$ cat src/rtl/pscl_pkg.sv
package pscl_pkg;
  localparam int TMR_EXP_W = 3;
  localparam int TMR_PRE_W = 1 << TMR_EXP_W;

  typedef struct packed {
    logic                 run;
    logic [TMR_EXP_W-1:0] exp;
    logic                 reload;
    logic                 start;
  } tmr_ctrl_t;

  localparam int TMR_CTRL_W = $bits(tmr_ctrl_t);

  // Last prescaler phase before a step: 2^(exp+1) - 1
  function automatic logic [TMR_PRE_W-1:0] presc_top(input logic [TMR_EXP_W-1:0] e);
    logic [TMR_PRE_W:0] t;
    t = {{TMR_PRE_W{1'b0}}, 1'b1} << ({1'b0, e} + 1'b1);
    t = t - 1'b1;
    return t[TMR_PRE_W-1:0];
  endfunction

  // True when a step at this count value is an expiry
  function automatic logic at_end(input logic [31:0] c);
    return c <= 32'd1;
  endfunction
endpackage

$ cat src/rtl/pscl_prescaler.sv
module pscl_prescaler
  import pscl_pkg::*;
(
  input  logic                 clk,
  input  logic                 rst_n,
  input  logic                 clr,
  input  logic                 active,
  input  logic                 tick,
  input  logic [TMR_EXP_W-1:0] exp_sel,
  output logic                 step
);
  logic [TMR_PRE_W-1:0] phase_q;
  logic                 hit;

  assign hit  = (phase_q == presc_top(exp_sel));
  assign step = active & tick & ~clr & hit;

  always_ff @(posedge clk or negedge rst_n) begin
    if (!rst_n)              phase_q <= '0;
    else if (clr)            phase_q <= '0;
    else if (active && tick) phase_q <= hit ? '0 : phase_q + 1'b1;
  end
endmodule

$ cat src/rtl/pscl_counter.sv
module pscl_counter #(
  parameter int CNT_W = 16
) (
  input  logic             clk,
  input  logic             rst_n,
  input  logic             load_now,
  input  logic             step,
  input  logic             reload,
  input  logic [CNT_W-1:0] load_val,
  output logic [CNT_W-1:0] count,
  output logic             expire
);
  import pscl_pkg::*;

  assign expire = step & at_end(32'(count));

  always_ff @(posedge clk or negedge rst_n) begin
    if (!rst_n)        count <= '0;
    else if (load_now) count <= load_val;
    else if (expire)   count <= reload ? load_val : '0;
    else if (step)     count <= count - 1'b1;
  end
endmodule

$ cat src/rtl/pscl_timer.sv
module pscl_timer
  import pscl_pkg::*;
#(
  parameter int CNT_W = 16
) (
  input  logic                  clk,
  input  logic                  rst_n,
  input  logic                  tick_i,
  input  logic                  ctrl_we,
  input  logic [TMR_CTRL_W-1:0] ctrl_wdata,
  input  logic                  load_we,
  input  logic [CNT_W-1:0]      load_wdata,
  input  logic                  irq_en,
  output logic [TMR_CTRL_W-1:0] ctrl_rdata,
  output logic [CNT_W-1:0]      count_o,
  output logic                  irq_o
);
  tmr_ctrl_t        ctrl_q;
  tmr_ctrl_t        ctrl_new;
  logic [CNT_W-1:0] load_q;
  logic             active_w;
  logic             start_rise_w;
  logic             step_w;
  logic             expire_w;

  assign ctrl_new     = tmr_ctrl_t'(ctrl_wdata);
  assign active_w     = ctrl_q.start & ctrl_q.run;
  assign start_rise_w = ctrl_we & ctrl_new.start & ~ctrl_q.start;

  always_ff @(posedge clk or negedge rst_n) begin
    if (!rst_n)                         ctrl_q <= '0;
    else if (ctrl_we)                   ctrl_q <= ctrl_new;
    else if (expire_w && !ctrl_q.reload) ctrl_q.start <= 1'b0;
  end

  always_ff @(posedge clk or negedge rst_n) begin
    if (!rst_n)       load_q <= '0;
    else if (load_we) load_q <= load_wdata;
  end

  always_ff @(posedge clk or negedge rst_n) begin
    if (!rst_n) irq_o <= 1'b0;
    else        irq_o <= expire_w & irq_en;
  end

  pscl_prescaler u_pre (
    .clk     (clk),
    .rst_n   (rst_n),
    .clr     (ctrl_we),
    .active  (active_w),
    .tick    (tick_i),
    .exp_sel (ctrl_q.exp),
    .step    (step_w)
  );

  pscl_counter #(.CNT_W(CNT_W)) u_cnt (
    .clk      (clk),
    .rst_n    (rst_n),
    .load_now (start_rise_w),
    .step     (step_w),
    .reload   (ctrl_q.reload),
    .load_val (load_q),
    .count    (count_o),
    .expire   (expire_w)
  );

  assign ctrl_rdata = ctrl_q;
endmodule

$ cat config.mk
export PLATFORM = sky130hd
export DESIGN_NAME = pscl_timer
export DESIGN_NICKNAME = d
export VERILOG_FILES = /design/src/rtl/pscl_pkg.sv /design/src/rtl/pscl_prescaler.sv /design/src/rtl/pscl_counter.sv /design/src/rtl/pscl_timer.sv
export SDC_FILE = /design/constraint.sdc
export NUM_CORES = 1
export LEC_CHECK = 0
export ABC_CLOCK_PERIOD_IN_PS = 6550
export CORE_MARGIN = 2
export CORE_UTILIZATION = 45
export DETAILED_ROUTE_END_ITERATION = 6
export GPL_TIMING_DRIVEN = 0
export PLACE_DENSITY = 0.8
export SLEW_MARGIN = 25
export SYNTH_ARGS = -nofsm -noshare
export SYNTH_HDL_FRONTEND = slang
export SYNTH_SLANG_ARGS = --single-unit
export TNS_END_PERCENT = 5
$ cat constraint.sdc
create_clock -name clk -period 6.55 [get_ports clk]
set_clock_uncertainty 0.2 [all_clocks]
set_input_delay 1.6375 -clock clk [delete_from_list [all_inputs] [get_ports clk]]
set_output_delay 1.6375 -clock clk [all_outputs]
set_load 0.05 [all_outputs]
==> impl_metrics.json <==
{
  "finalHoldViolCount": 0,
  "cts_hold_buf": 0,
  "drv_cap": 0,
  "place_inst": 403,
  "synth.cell_area_mm2": 0.00279,
  "diodes": 0,
  "cp_data_required_time_ns": 4.71,
  "grt_max_degree": 31,
  "synth.avg_cell_area_um2": 10.0,
  "grt_use_total": 0.213,
  "die_x_um": 82.7,
  "r2r-end": "u_cnt.count[13]",
  "first_global_vias": 2302,
  "cts_tree": "done",
  "grt_first_pass_wirelength_um": 11100,
  "ir_worst_vdd_v": 0.000146,
  "crit_path_top_delay_cell": "clkdlybuf4s50_1",
  "htree_levels": 2,
  "via_count": 2434,
  "place_congestion": 0.883,
  "drtIter0Drc": 203,
  "clk_pin_slew_ns": 0.09,
  "initial_core_util": 0.468,
  "status": "finished, final reports clean",
  "cellPowerDensity_mw_per_mm2": 261,
  "holdPathEnd": "load_q[13]",
  "hp-class": "flop to flop",
  "synth_common_cells": "dfrtp_1 (47), nand3_1 (23), mux2_2 (19)",
  "cts_buffers": 5,
  "drc": 0,
  "synth_area_leaders": "dfrtp_1 (42%), mux2_2 (7.7%), a221o_1 (5.0%)",
  "core-area_mm2": 0.00596,
  "setup_viol": 0,
  "path_cells": "clkdlybuf4s50_1",
  "leakagePower_nw": 1.43,
  "internal_power_mw": 0.580,
  "p_sw_frac": 0.366,
  "pwr-share-seq": 0.409,
  "clkPwrFrac": 0.250,
  "die_area_mm2": 0.00684,
  "num-fill-cells": 538,
  "period_share": 0.538,
  "r2r_start": "ctrl_rdata[2]",
  "synthCells": 278,
  "rrSetupSlack_ns": 3.41,
  "clock_latency_ns": 0.30,
  "fmax_ghz": 0.284,
  "fin_cells": 411,
  "cts.path.max_buffers": 2,
  "hold_start": "load_q[13]",
  "antenna_found_initial": 0,
  "ys.flop_type": "dfrtp_1",
  "ys_seq_area_frac": 0.422,
  "avgRoutedWirePerCell_um": 16.5,
  "cts-root-buf": "clkbuf_8",
  "wl_um": 6790,
  "areaGrowthSynthToFinish_pct": 25.8,
  "synth_area_leader_cell": "dfrtp_1",
  "worst-r2r-cell-count": 10,
  "drive_above_1_share": 0.149,
  "combPwrFrac": 0.342,
  "overflow": 0,
  "synth_nets": 310,
  "critPathCaptureType": "primary output",
  "clock_sinks": 47,
  "postSynth.asyncResetShare": 1.00,
  "cp_max_fo": 9,
  "ant_nets": 0,
  "finalMaxSlewViolations": 0,
  "critical_path.top_delay_family": "buffers and inverters",
  "critPathArrivalTime_ns": 1.68,
  "critPathBufInv": 1,
  "via_per_inst": 5.92,
  "cts_setup_buffers": 0,
  "fin_tns_setup_ns": 0,
  "ys_warn_count": 0,
  "rows": 28,
  "p_sw_mw": 0.335,
  "cts-resized-gates": 0,
  "start_kind": "flop",
  "io_buffers": 49,
  "rsz0062_at_grt": "false",
  "drtPass1Iterations": 4,
  "worstMarginPinSlew_ns": 0.667,
  "synth-seq-cells": 47,
  "ys_types": 55,
  "slowest_delay_ns": 0.87,
  "synth_edf_count": 0,
  "min_path_cells": 1,
  "die_h_um": 82.7,
  "synth.top_cell.area_share": 0.422,
  "io_pins": 51,
  "timing.slew.headroom": 0.553,
  "nets": 367,
  "yosysMostFrequentCell": "dfrtp_1",
  "post-dp-hpwl_um": 4940,
  "post-route-min-period_ns": 3.52,
  "crit_type": "flop to primary output"
}
## worst max path at each step
stage | cells past startpoint | endpoint | slack (ns) | from
after global placement | 1 | u_pre.phase_q[4] | 2.34 | rst_n
after floorplan | 10 | u_cnt.count[12] | 3.43 | ctrl_rdata[2]
final | 1 | count_o[0] | 3.03 | u_cnt.count[0]
after global routing | 1 | count_o[0] | 2.97 | u_cnt.count[0]
after detailed placement | 7 | u_cnt.count[13] | 2.97 | tick_i
after CTS | 1 | count_o[0] | 3.02 | u_cnt.count[0]
## registers in the layout, summed over array words and instances, names as in the netlist
name	flops
irq_o	1
ctrl_rdata	6
load_q	16
u_pre.phase_q	8
u_cnt.count	16
## cells in the final DEF (no fill, tap or decap), drive strengths merged, types with 2 or more instances in the layout
cell	n
a31oi	5
xnor2	9
o41ai	2
ha	4
a21oi	9
xor2	9
nand2	12
clkbuf	13
and3	5
nand3	23
buf	15
clkdlybuf4s50	48
inv	11
a21boi	2
nand4	7
a32o	2
a21o	2
mux2	19
or3	5
and3b	2
nor3	7
nand2b	2
o21ai	19
dfrtp	47
a221o	14
nor2	9
o22ai	2
nor3b	3
and2	11
## power groups by stage
| stage | sequential (mW) | clock, mW | combinational [mW] |
|---|---|---|---|
| final | 0.374 | 0.228 | 0.313 |
| after global routing | 0.380 | 0.241 | 0.336 |
| after CTS | 0.373 | 0.232 | 0.313 |
| after detailed placement | 0.377 | 0 | 0.312 |
| after global placement | 0.377 | 0 | 0.304 |
| after floorplan | 0.447 | 0 | 0.135 |
## cells by family (layout without fill, tap and decap cells)
group / after synthesis / after routing / share of synthesized area
AO/OA/AOI/OAI: 67 / 67 / 0.179
XOR/XNOR: 18 / 18 / 0.0565
adder cells (fa/ha/maj): 4 / 4 / 0.0179
buffers and inverters: 30 / 88 / 0.0547
flip-flops: 47 / 47 / 0.422
multiplexers: 20 / 20 / 0.0803
other: 1 / 1 / 0.00134
AND/OR/NAND/NOR: 91 / 91 / 0.189
## area by class of cell
| type | count | area (um^2) | share of cell area |
|---|---|---|---|
| well taps | 75 | 93.8 | 0.0267 |
| clock buffers | 6 | 82.6 | 0.0235 |
| plain buffers | 20 | 115 | 0.0328 |
| inverters | 10 | 37.5 | 0.0107 |
| multi-input cells | 201 | 1460 | 0.416 |
| flip-flops and latches | 47 | 1180 | 0.335 |
| clock inverters | 2 | 38.8 | 0.0111 |
| repair buffers | 50 | 505 | 0.144 |
## through the flow
stage	util	cell area (um^2)	power (mW)	setup slack, ns	hold slack, ns
after CTS	0.589	3510	0.918	3.02	0.340
after floorplan	-	2790	0.581	3.43	0.296
after global placement	0.566	3370	0.681	2.34	0.310
after global routing	0.589	3510	0.957	2.97	0.359
after detailed placement	0.569	3390	0.690	2.97	0.319
final	0.589	3510	0.915	3.03	0.334
## per-layer routing
layer  global-route usage  up-vias  share of wire
li1                     -     1137              -
met1                0.275     1207           0.45
met2                0.371       79           0.48
met3               0.0391       11          0.057
met4               0.0475        0          0.014
met5                    0        -              0
No activity file was read; power rests on OpenSTA's default activity.
